<file path="config.mk">
export PLATFORM = sky130hd
export DESIGN_NAME = intr_input_port
export DESIGN_NICKNAME = d
export VERILOG_FILES = /design/src/rtl/intr_port_pkg.sv /design/src/rtl/intr_bus_decode.sv /design/src/rtl/intr_in_capture.sv /design/src/rtl/intr_out_reg.sv /design/src/rtl/intr_fixed_vector_seq.sv /design/src/rtl/intr_input_port.sv
export SDC_FILE = /design/constraint.sdc
export NUM_CORES = 1
export LEC_CHECK = 0
export BUFFER_PORTS_ARGS = -buffer_cell sky130_fd_sc_hd__buf_4
export CAP_MARGIN = 20
export CORE_MARGIN = 3
export CORE_UTILIZATION = 30
export DETAILED_ROUTE_END_ITERATION = 8
export MAX_ROUTING_LAYER = met4
export SYNTH_ARGS = -nofsm -noshare
export SYNTH_HDL_FRONTEND = slang
export SYNTH_HIERARCHICAL = 1
export SYNTH_SLANG_ARGS = --single-unit
</file>
<file path="constraint.sdc">
create_clock -name clk -period 1.99 [get_ports clk]
set_input_delay 0 -clock clk [delete_from_list [all_inputs] [get_ports clk]]
set_output_delay 0 -clock clk [all_outputs]
set_load 0.02 [all_outputs]
</file>
<file path="src/rtl/intr_port_pkg.sv">
`timescale 1ns/1ps
package intr_port_pkg;

    localparam int ADDR_W = 16;
    localparam int DATA_W = 8;
    localparam int PC_W   = 16;

    typedef logic [ADDR_W-1:0] addr_t;
    typedef logic [DATA_W-1:0] byte_t;
    typedef logic [PC_W-1:0]   pc_t;

    typedef enum logic [1:0] {
        REG_NONE,
        REG_IN,
        REG_OUT,
        REG_STAT
    } reg_sel_e;

    typedef struct packed {
        logic     rd;
        logic     wr;
        reg_sel_e target;
        byte_t    wdata;
    } bus_op_t;

    typedef struct packed {
        logic irq;
        logic overrun;
    } in_flags_t;

    function automatic reg_sel_e map_addr(addr_t a, addr_t in_a, addr_t out_a, addr_t stat_a);
        if (a == in_a)        return REG_IN;
        else if (a == out_a)  return REG_OUT;
        else if (a == stat_a) return REG_STAT;
        else                  return REG_NONE;
    endfunction

    function automatic byte_t status_byte(in_flags_t f);
        return {{(DATA_W-2){1'b0}}, f.irq, f.overrun};
    endfunction

endpackage

</file>
<file path="src/rtl/intr_bus_decode.sv">
`timescale 1ns/1ps
module intr_bus_decode
    import intr_port_pkg::*;
#(
    parameter addr_t IN_ADDR   = 16'h8000,
    parameter addr_t OUT_ADDR  = 16'h8001,
    parameter addr_t STAT_ADDR = 16'h8002
) (
    input  logic    sel,
    input  logic    we,
    input  addr_t   addr,
    input  byte_t   wdata,
    output bus_op_t op
);
    always_comb begin
        op.rd     = sel & ~we;
        op.wr     = sel & we;
        op.target = sel ? map_addr(addr, IN_ADDR, OUT_ADDR, STAT_ADDR) : REG_NONE;
        op.wdata  = wdata;
    end
endmodule

</file>
<file path="src/rtl/intr_in_capture.sv">
`timescale 1ns/1ps
module intr_in_capture
    import intr_port_pkg::*;
(
    input  logic      clk,
    input  logic      rst,
    input  logic      ext_stb,
    input  byte_t     ext_data,
    input  logic      take_in,
    input  logic      take_stat,
    output byte_t     data_q,
    output in_flags_t flags_q
);
    in_flags_t flags_n;
    logic      lost;

    always_comb begin
        lost            = ext_stb & flags_q.irq & ~take_in;
        flags_n.irq     = ext_stb | (flags_q.irq & ~take_in);
        if (lost)
            flags_n.overrun = 1'b1;
        else if (take_stat)
            flags_n.overrun = 1'b0;
        else
            flags_n.overrun = flags_q.overrun;
    end

    always_ff @(posedge clk) begin
        if (rst) begin
            data_q  <= '0;
            flags_q <= '0;
        end else begin
            flags_q <= flags_n;
            if (ext_stb)
                data_q <= ext_data;
        end
    end
endmodule

</file>
<file path="src/rtl/intr_out_reg.sv">
`timescale 1ns/1ps
module intr_out_reg
    import intr_port_pkg::*;
(
    input  logic  clk,
    input  logic  rst,
    input  logic  load,
    input  byte_t wdata,
    output byte_t out_q,
    output logic  valid_q
);
    always_ff @(posedge clk) begin
        if (rst) begin
            out_q   <= '0;
            valid_q <= 1'b0;
        end else begin
            valid_q <= load;
            if (load)
                out_q <= wdata;
        end
    end
endmodule

</file>
<file path="src/rtl/intr_fixed_vector_seq.sv">
`timescale 1ns/1ps
module intr_fixed_vector_seq
    import intr_port_pkg::*;
#(
    parameter pc_t HANDLER_VEC = 16,
    parameter pc_t RESET_PC    = 100
) (
    input  logic clk,
    input  logic rst,
    input  logic irq,
    input  logic step,
    input  logic ret,
    output pc_t  pc_q,
    output logic in_isr_q
);
    pc_t saved_q;

    always_ff @(posedge clk) begin
        if (rst) begin
            pc_q     <= RESET_PC;
            saved_q  <= '0;
            in_isr_q <= 1'b0;
        end else if (ret && in_isr_q) begin
            pc_q     <= saved_q + pc_t'(1);
            in_isr_q <= 1'b0;
        end else if (step) begin
            if (irq && !in_isr_q) begin
                saved_q  <= pc_q;
                pc_q     <= HANDLER_VEC;
                in_isr_q <= 1'b1;
            end else begin
                pc_q <= pc_q + pc_t'(1);
            end
        end
    end
endmodule

</file>
<file path="src/rtl/intr_input_port.sv">
`timescale 1ns/1ps
module intr_input_port
    import intr_port_pkg::*;
#(
    parameter addr_t IN_ADDR     = 16'h8000,
    parameter addr_t OUT_ADDR    = 16'h8001,
    parameter addr_t STAT_ADDR   = 16'h8002,
    parameter pc_t   HANDLER_VEC = 16,
    parameter pc_t   RESET_PC    = 100
) (
    input  logic              clk,
    input  logic              rst,
    input  logic [ADDR_W-1:0] bus_addr,
    input  logic              bus_sel,
    input  logic              bus_we,
    input  logic [DATA_W-1:0] bus_wdata,
    output logic [DATA_W-1:0] bus_rdata,
    input  logic              ext_stb,
    input  logic [DATA_W-1:0] ext_data,
    output logic              irq,
    output logic [DATA_W-1:0] out_data,
    output logic              out_valid,
    input  logic              cpu_step,
    input  logic              cpu_ret,
    output logic [PC_W-1:0]   cpu_pc,
    output logic              cpu_in_isr
);
    bus_op_t   op;
    byte_t     in_q;
    byte_t     out_q;
    in_flags_t flags_q;
    byte_t     rdata_q;

    intr_bus_decode #(
        .IN_ADDR(IN_ADDR), .OUT_ADDR(OUT_ADDR), .STAT_ADDR(STAT_ADDR)
    ) u_dec (
        .sel(bus_sel), .we(bus_we), .addr(bus_addr), .wdata(bus_wdata), .op(op)
    );

    intr_in_capture u_cap (
        .clk(clk), .rst(rst),
        .ext_stb(ext_stb), .ext_data(ext_data),
        .take_in(op.rd && op.target == REG_IN),
        .take_stat(op.rd && op.target == REG_STAT),
        .data_q(in_q), .flags_q(flags_q)
    );

    intr_out_reg u_out (
        .clk(clk), .rst(rst),
        .load(op.wr && op.target == REG_OUT),
        .wdata(op.wdata),
        .out_q(out_q), .valid_q(out_valid)
    );

    intr_fixed_vector_seq #(
        .HANDLER_VEC(HANDLER_VEC), .RESET_PC(RESET_PC)
    ) u_seq (
        .clk(clk), .rst(rst), .irq(flags_q.irq),
        .step(cpu_step), .ret(cpu_ret),
        .pc_q(cpu_pc), .in_isr_q(cpu_in_isr)
    );

    always_ff @(posedge clk) begin
        if (rst) begin
            rdata_q <= '0;
        end else if (op.rd) begin
            unique case (op.target)
                REG_IN:   rdata_q <= in_q;
                REG_OUT:  rdata_q <= out_q;
                REG_STAT: rdata_q <= status_byte(flags_q);
                default:  rdata_q <= '0;
            endcase
        end else begin
            rdata_q <= '0;
        end
    end

    assign bus_rdata = rdata_q;
    assign irq       = flags_q.irq;
    assign out_data  = out_q;
endmodule

</file>
==> impl_results.md, run 1 <==
* Status: finished, final reports clean
* Nets@finish at 490
* I/O pin cnt at 74
* Critical Path Start Type: flop
* Yosys warning total at 6
* Max Cap Viol at 0
* Grt total ovfl at 0
* Critical path's largest stage delay at 530 ps
* Synthesized instance count at 365
* Critical Path Fanout Max at 11
* Worst skew pair latency at 340 ps
* Synthesized area at 0.00311 mm²
* H-tree levels at 3
* Syn_area_per_cell at 8.51 µm²
* Layout cells sized above 1 at 25.8%
* Setup Skew at 11.4 ps
* Async set-reset flop share out of synthesis at 0%
* Placer Congestion at 0.849
* Overall power at 2580 µW
* Ys flop type: dfxtp_1
* Slowest CP cell: dfxtp_1
* WP data required at 2250 ps
* Fmax at 570 MHz
* Routed len/inst at 14.6 µm
* Fin crit period at 1750 ps
* Setup TNS at 0 ps
* Detailed Place HPWL at 6190 µm
* CTS root buffer: clkbuf_8
* Die Wd at 108 µm
* Drt drc at 0
* CTS max path bufs at 2
* Sequential area share after synthesis at 38.7%
* RSZ-0062 raised after global routing: false
* Iteration-0 DRC Markers at 150
* Crit path max-delay family: simple AND/OR/NAND/NOR gates
* PwrDens at 637 mW/mm²
* Worst path bufs/invs at 0
* Drt first pass iters at 5
* Critical path type: reg2reg
* Core area at 0.00991 mm²
* All-Layer GR Usage at 15.7%
* Seq cells post-synth at 60
* Final wirelength at 8580 µm
* Num CTS Buffers at 9
* Syn-to-layout area delta at 30.2%
* Post-CTS sizing at 0
* Worst relative slew slack at 62.1%
* Number of synthesized flops with an enable pin at 0
* Crit path capture type: flop
* Cell Chain, Critical Path: mux2i_4, nand2_2, or4_1, o2111ai_1
* Final period util at 88.1%
* Peak supply drop at 0.000317 V
* First-pass GRT wire length at 14100 µm
* Post-DRT Antenna Nets at 0
* Most frequent cells in the layout: buf_4 (84), dfxtp_1 (60), nand2_1 (54), nor2_1 (38), a21oi_1 (34)
* Largest net degree at the start of global routing at 54
* Final Hold Vio Count at 0
* Vias in the first global route at 2927
* LEAKAGE at 0.00154 µW
* Vias per cell at 5.00
* TritonCTS Sinks at 60
* Buffers on Ports at 73
* Commonest non-fill, non-tap cell in the layout: buf_4
* Initial antenna violation count at 0
* Hold Crit Class: in2reg
* Chip height at 108 µm
* Fin. max-slew vios at 0
* Post-CTS Setup Inserts at 0
* Worst-margin pin slew at 568 ps
* Clk pin slew, worst setup/hold paths at 80 ps
* Starting Density at 31.4%
* Mapped Nets at 406
* Final Setup Violations at 0
* Unique masters post-synth at 56
* Ant. Diodes at 0
* Arrival @ worst endpoint at 2010 ps
* Routed via count at 2933
* # rows at 36
* Die footprint at 0.0116 mm²
* CTS tree: built
metal layers:
layer | global-route usage [%] | wire [µm] | vias to the layer above
met5 | - | 0 | -
met2 | 25.8 | 4040 | 141
met4 | 4.06 | 112 | 0
met3 | 4.74 | 727 | 12
li1 | - | - | 1461
met1 | 18.9 | 3700 | 1319
worst paths after layout:
kind	startpoint	endpoint	slack (ps)	cells past startpoint
max	u_seq/in_isr_q$_SDFFE_PP0P_	u_seq/pc_q[5]$_SDFFE_PP1P_	240	4
min	rst	u_out/out_q[4]$_SDFFE_PP0P_	120	2
max reg2reg	u_seq/in_isr_q$_SDFFE_PP0P_	u_seq/pc_q[5]$_SDFFE_PP1P_	240	4
min reg2reg	u_seq/saved_q[15]$_SDFFE_PP0P_	u_seq/saved_q[15]$_SDFFE_PP0P_	480	2
state kept, by name (all words and copies together), names as in the netlist:
| register | flops |
|---|---|
| u_cap/flags_q | 2 |
| u_out/out_q | 8 |
| u_seq/in_isr_q | 1 |
| u_seq/saved_q | 16 |
| bus_rdata | 8 |
| u_out/valid_q | 1 |
| u_cap/data_q | 8 |
| u_seq/pc_q | 16 |
through the flow:
step / instances / setup WS [ps] / area, µm² / util (%) / hold WS (ps)
floorplan: 365 / 367 / 3110 / - / 140
detailed placement: 553 / 271 / 3680 / 37.2 / 241
finish: 587 / 237 / 4050 / 40.8 / 122
global placement: 553 / 338 / 3680 / 37.2 / 231
global route: 587 / 151 / 4050 / 40.8 / 140
CTS: 587 / 252 / 4050 / 40.8 / 116
worst reg2reg max path: stages, from the launching register on:
cell and delay [ps]:
dfxtp_1 530, mux2i_4 360, nand2_2 190, or4_1 500
o2111ai_1 100
power by group:
part	internal [µW]	total [µW]	switching [µW]
Sequential	1230	1270	40.3
Combinational	146	290	144
Clock	468	1020	549
Total	1840	2580	733
cells in the mapped netlist, drive strengths merged (3+ instances only):
master | instances | share of area (%)
o21ai | 7 | 1.1
mux2i | 20 | 6.8
nand3 | 8 | 1.3
nor2 | 38 | 4.6
nand4 | 8 | 2.3
nor3b | 3 | 0.89
dfxtp | 60 | 39
nand2 | 55 | 6.7
xnor2 | 6 | 1.7
nand2b | 3 | 0.60
and2 | 3 | 0.60
nor4 | 5 | 1.6
xor2 | 7 | 2.0
clkbuf | 9 | 1.1
a21oi | 35 | 5.8
a31oi | 12 | 2.4
inv | 6 | 0.72
and3 | 3 | 0.60
buf | 20 | 6.0
nor3 | 11 | 1.8
a211oi | 4 | 1.3
nand3b | 14 | 3.4
cell families after synthesis:
kind of cell / Yosys count / synth area share [%]
flip-flops: 60 / 38.7
adder cells (fa/ha/maj): 2 / 0.805
multiplexers: 21 / 7.21
XOR/XNOR: 13 / 3.66
AO/OA/AOI/OAI: 73 / 14.7
AND/OR/NAND/NOR: 161 / 27.1
buffers and inverters: 35 / 7.81
timing repair:
| item | in CTS | in global routing |
|---|---|---|
| hold buffers | 18 | 0 |
| hold endpoints to repair | 19 | 0 |
| endpoints found under the setup margin | 0 | 0 |
final cells by class:
cell class,count,area [µm²]
Multi-Input combinational cell,270,1660
Fill cell,1014,5860
Timing Repair Buffer,102,811
Sequential cell,60,1200
Tap cell,133,166
Clock inverter,7,58.8
Clock buffer,9,124
Inverter,6,22.5
(Power assumes the default switching activity.)
==> run 2, diff against run 1 <==
--- a/config.mk
+++ b/config.mk
@@ -8,7 +8,7 @@
 export BUFFER_PORTS_ARGS = -buffer_cell sky130_fd_sc_hd__buf_4
 export CAP_MARGIN = 20
 export CORE_MARGIN = 3
-export CORE_UTILIZATION = 30
+export CORE_UTILIZATION = 40
 export DETAILED_ROUTE_END_ITERATION = 8
 export MAX_ROUTING_LAYER = met4
 export SYNTH_ARGS = -nofsm -noshare
==> run 2 against run 1 <==
Setup slack lost 33 ps. Hold slack lost 89 ps. Design area is essentially flat. Die area shrank 24%. Non-clock buffer count grew 3.
==> impl_results.md, run 2 (same netlist as run 1, synthesis figures left out) <==
* Status: finished, final reports clean
* Syn-to-layout area delta at 30.2%
* Ant. Diodes at 0
* Biggest regs: u_seq/pc_q: 16 flops, u_seq/saved_q: 16 flops
* CTS max path bufs at 2
* Largest net degree at the start of global routing at 31
* Worst relative slew slack at 70.5%
* Critical path type: reg2reg
* Peak supply drop at 0.000404 V
* Critical path's largest stage delay at 510 ps
* Routed via count at 2896
* Worst r2r path cells at 4
* Drt first pass iters at 4
* Crit path capture type: flop
* Post-DRT Antenna Nets at 0
* Final Hold Vio Count at 0
* Hold Crit Class: in2reg
* Initial antenna violation count at 0
* Core area at 0.00741 mm²
* Fmax at 560 MHz
* Overall power at 2660 µW
* Detailed Place HPWL at 5980 µm
* PwrDens at 659 mW/mm²
* Buffers on Ports at 73
* Placer Congestion at 0.902
* Worst skew pair latency at 330 ps
* Final wirelength at 8270 µm
* Slowest CP cell: dfxtp_1
* TritonCTS Sinks at 60
* Max Cap Viol at 0
* Setup Skew at 4.82 ps
* Critical Path Fanout Max at 11
* Final Setup Violations at 0
* Clk pin slew, worst setup/hold paths at 70 ps
* Fin. max-slew vios at 0
* Die footprint at 0.00886 mm²
* H-tree levels at 3
* R2R Path End: u_seq/pc_q[5]$_SDFFE_PP1P_
* Commonest non-fill, non-tap cell in the layout: buf_4
* Iteration-0 DRC Markers at 184
* Critical Path Start Type: flop
* Most frequent cells in the layout: buf_4 (87), dfxtp_1 (60), nand2_1 (54), nor2_1 (38), a21oi_1 (34)
* All-Layer GR Usage at 19.9%
* Starting Density at 41.9%
* Die Wd at 94.1 µm
* Vias in the first global route at 2691
* Fill cells at 709
* CTS root buffer: clkbuf_8
* WP data required at 2240 ps
* Layout cells sized above 1 at 26.3%
* RSZ-0062 raised after global routing: false
* LEAKAGE at 0.00157 µW
* First-pass GRT wire length at 13400 µm
* Drt drc at 0
* # rows at 31
* Cell Chain, Critical Path: mux2i_4, nand2_2, or4_1, o2111ai_1
* CTS tree: built
* Arrival @ worst endpoint at 2040 ps
* End of the critical path: u_seq/pc_q[5]$_SDFFE_PP1P_
* Grt total ovfl at 0
* I/O pin cnt at 74
* Setup TNS at 0 ps
* R2R Path Start: u_seq/in_isr_q$_SDFFE_PP0P_
* Chip height at 94.1 µm
* Vias per cell at 5.21
* Reg2reg setup slack at 200 ps
* Hold path start: rst
* Crit path launch: u_seq/in_isr_q$_SDFFE_PP0P_
* Routed len/inst at 14.9 µm
* Fin crit period at 1790 ps
* Worst-margin pin slew at 441 ps
* Final period util at 89.7%
* Num CTS Buffers at 9
* Nets@finish at 493
-- run 2: cell types whose count changed in the layout (fill, tap and decap cells not counted) --
cell	change
buf_4	+3
bufinv_16	+1
clkbuf_8	+1
clkinv_2	+2
clkinv_4	-1
inv_6	-3
-- run 2: final cells by class --
type	instances	area, µm²	share of cell area [%]
multi-input combinational	270	1660	41.1
sequential	60	1200	29.7
timing repair buffer	105	833	20.6
clock buffer	10	138	3.40
tap	99	124	3.06
clock inverter	6	63.8	1.58
inverter	6	22.5	0.557
-- run 2: critical path: cells and delay by family (launching register included) --
kind	cells	cell delay, ps
simple gates	2	720
flops	1	510
mux	1	370
compound gates	1	100
-- run 2: repair_timing --
action                                 in CTS  in global routing
setup buffers                               0                  0
endpoints found under the hold margin      19                  0
hold buffers                               18                  0
resized for setup                           0                  0
-- run 2: where the power goes --
| group | leakage (µW) | total (µW) | internal (µW) | switching (µW) |
|---|---|---|---|---|
| combinational | 0.000983 | 295 | 148 | 147 |
| clock | 0.0000983 | 1100 | 609 | 493 |
| sequential | 0.000487 | 1270 | 1230 | 36.8 |
-- run 2: layer usage --
layer  GRT usage (%)  share of wire [%]  up-vias
li1                -                  -     1465
met4            6.38               0.74        0
met5               -                  0        -
met1            28.4                 50     1353
met2            28.4                 46       73
met3            3.45                3.7        5
-- run 2: per-stage QoR --
stage / hold slack, ps / setup WS (ps) / util (%) / instances / instance area (µm²)
2_1_floorplan: 140 / 367 / - / 365 / 3110
3_3_place_gp: 233 / 285 / 49.5 / 522 / 3660
3_5_place_dp: 243 / 239 / 49.5 / 522 / 3660
4_1_cts: 22.2 / 225 / 54.6 / 556 / 4050
5_1_grt: 47.9 / 126 / 54.6 / 556 / 4050
6_report: 32.4 / 204 / 54.6 / 556 / 4050
-- run 2: worst min-delay path by stage --
stage | to | slack, ps | cells past startpoint
floorplan | u_seq/pc_q[5]$_SDFFE_PP1P_ | 140 | 2
global placement | u_cap/data_q[7]$_SDFFE_PP0P_ | 230 | 3
detailed placement | u_out/out_q[1]$_SDFFE_PP0P_ | 240 | 3
CTS | u_out/out_q[2]$_SDFFE_PP0P_ | 20 | 2
global route | u_out/out_q[5]$_SDFFE_PP0P_ | 50 | 2
finish | u_out/out_q[6]$_SDFFE_PP0P_ | 30 | 2
==> run 3, diff against run 2 <==
--- a/config.mk
+++ b/config.mk
@@ -8,9 +8,12 @@
 export BUFFER_PORTS_ARGS = -buffer_cell sky130_fd_sc_hd__buf_4
 export CAP_MARGIN = 20
 export CORE_MARGIN = 3
-export CORE_UTILIZATION = 40
+export CORE_UTILIZATION = 45
+export CTS_BUF_LIST = sky130_fd_sc_hd__clkbuf_4
 export DETAILED_ROUTE_END_ITERATION = 8
 export MAX_ROUTING_LAYER = met4
+export PLACE_DENSITY = 0.69
+export SLEW_MARGIN = 25
 export SYNTH_ARGS = -nofsm -noshare
 export SYNTH_HDL_FRONTEND = slang
 export SYNTH_HIERARCHICAL = 1
==> run 3 against run 2 <==
Sequential share of layout area hardly changed. Hold slack better by 13 ps. Utilization is 7.4 points higher. Final cell count is 3.1% lower. Setup slack worse by 40 ps. Critical path type unchanged. Largest cell class unchanged.
==> impl_results.md, run 3 (same netlist as run 1, synthesis figures left out) <==
* Worst-margin pin slew at 557 ps
* Post-CTS Setup Inserts at 0
* Critical path type: reg2reg
* Final cell count without fillers at 539
* CTS tree: built
* CTS max path bufs at 2
* End of the critical path: u_seq/pc_q[5]$_SDFFE_PP1P_
* Buffers on Ports at 73
* Worst relative slew slack at 62.8%
* Die Wd at 89.1 µm
* Post-CTS sizing at 0
* Nets@finish at 498
* R2R Path End: u_seq/pc_q[5]$_SDFFE_PP1P_
* Syn-to-layout area delta at 30.2%
* Critical Path Start Type: flop
* Crit path capture type: flop
* Setup TNS at 0 ps
* Fin crit period at 1830 ps
* Starting Density at 47.6%
* LEAKAGE at 0.00157 µW
* Setup Skew at 7.03 ps
* Ant. Diodes at 0
* CTS root buffer: clkbuf_4
* Detailed Place HPWL at 5850 µm
* Commonest non-fill, non-tap cell in the layout: buf_4
* RSZ-0062 raised after global routing: false
* PwrDens at 652 mW/mm²
* Core area at 0.00653 mm²
* Vias in the first global route at 2893
* Placer Congestion at 0.909
* Dpl cells at 497
* Fmax at 548 MHz
* Final Hold Vio Count at 0
* H-tree levels at 3
* Final Util at 62.0%
* Fin. max-slew vios at 0
* Most frequent cells in the layout: buf_4 (84), dfxtp_1 (60), nand2_1 (54), nor2_1 (38), a21oi_1 (34)
* Layout cells sized above 1 at 24.5%
* I/O pin cnt at 74
* Biggest regs: u_seq/pc_q: 16 flops, u_seq/saved_q: 16 flops
* Worst r2r path cells at 4
* Reg2reg setup slack at 160 ps
* WP data required at 2330 ps
* First-pass GRT wire length at 14000 µm
* Final wirelength at 8510 µm
* Drt first pass iters at 5
* Crit path launch: u_seq/in_isr_q$_SDFFE_PP0P_
* Status: finished, final reports clean
* Die footprint at 0.00794 mm²
* Chip height at 89.1 µm
* Initial antenna violation count at 0
* Arrival @ worst endpoint at 2170 ps
* R2R Path Start: u_seq/in_isr_q$_SDFFE_PP0P_
* Largest net degree at the start of global routing at 54
* Max Cap Viol at 0
* # rows at 29
* Peak supply drop at 0.000388 V
* Hold Crit Class: in2reg
* Post-DRT Antenna Nets at 0
* Clk pin slew, worst setup/hold paths at 100 ps
* Grt total ovfl at 0
* Num CTS Buffers at 9
* Iteration-0 DRC Markers at 273
* Final Setup Violations at 0
* Routed len/inst at 15.8 µm
* All-Layer GR Usage at 23.8%
* Routed via count at 3004
* Vias per cell at 5.57
* Drt drc at 0
* Final period util at 91.7%
* TritonCTS Sinks at 60
* Critical Path Fanout Max at 11
* Worst skew pair latency at 410 ps
-- run 3: cell types whose count changed in the layout (fill, tap and decap cells not counted), sizes merged --
| cell | delta |
|---|---|
| buf | -3 |
| clkinv | +1 |
| dlygate4sd3 | +8 |
| bufinv | +2 |
| clkinvlp | -2 |
| clkbuf | -1 |
-- run 3: per-stage QoR --
stage	power (µW)	hold WS [ps]	cell area (µm²)	worst slack, ps
2_1_floorplan	1440	140	3110	367
3_3_place_gp	1550	233	3610	277
3_5_place_dp	1560	243	3610	227
4_1_cts	2660	29.8	4050	173
5_1_grt	2760	46.1	4050	50.8
6_report	2640	45.5	4050	164
-- run 3: layout make-up --
| class | instances | area, µm² |
|---|---|---|
| Clock buffer | 9 | 67.6 |
| Clock inverter | 7 | 105 |
| Fill cell | 589 | 2480 |
| Inverter | 6 | 22.5 |
| Multi-Input combinational cell | 270 | 1660 |
| Sequential cell | 60 | 1200 |
| Tap cell | 77 | 96.3 |
| Timing Repair Buffer | 110 | 891 |
-- run 3: routing by layer --
| metal | part of all wire, % | up-vias | track usage, % | wire length [µm] |
|---|---|---|---|---|
| met1 | 45 | 1416 | 30.2 | 3850 |
| met4 | 2.5 | 0 | 8.93 | 214 |
| met5 | 0 | - | - | 0 |
| li1 | - | 1471 | - | - |
| met3 | 5.5 | 24 | 6.73 | 464 |
| met2 | 47 | 93 | 36.0 | 3980 |
-- run 3: how the worst min path moves through the flow --
stage	startpoint	end	slack, ps	cells after the start
global route	rst	u_out/out_q[0]$_SDFFE_PP0P_	50	2
CTS	rst	u_out/out_q[0]$_SDFFE_PP0P_	30	2
finish	rst	u_out/out_q[0]$_SDFFE_PP0P_	50	2
global placement	bus_wdata[2]	u_out/out_q[2]$_SDFFE_PP0P_	230	3
floorplan	rst	u_seq/pc_q[5]$_SDFFE_PP1P_	140	2
detailed placement	bus_wdata[0]	u_out/out_q[0]$_SDFFE_PP0P_	240	3
-- run 3: power by group --
group          total, µW  switching (µW)  internal (µW)
registers           1270            39.1           1230
clock network       1060             438            620
logic                311             150            161
-- run 3: repair_timing --
action,4_1_cts,5_1_grt
hold buffers,26,0
endpoints found under the setup margin,0,0
hold endpoints to repair,19,0
-- run 3: worst max-delay path, cell delays in order (launching register included) --
cell	delay, ps
dfxtp_1	530
mux2i_4	370
nand2_2	220
or4_1	530
o2111ai_1	110
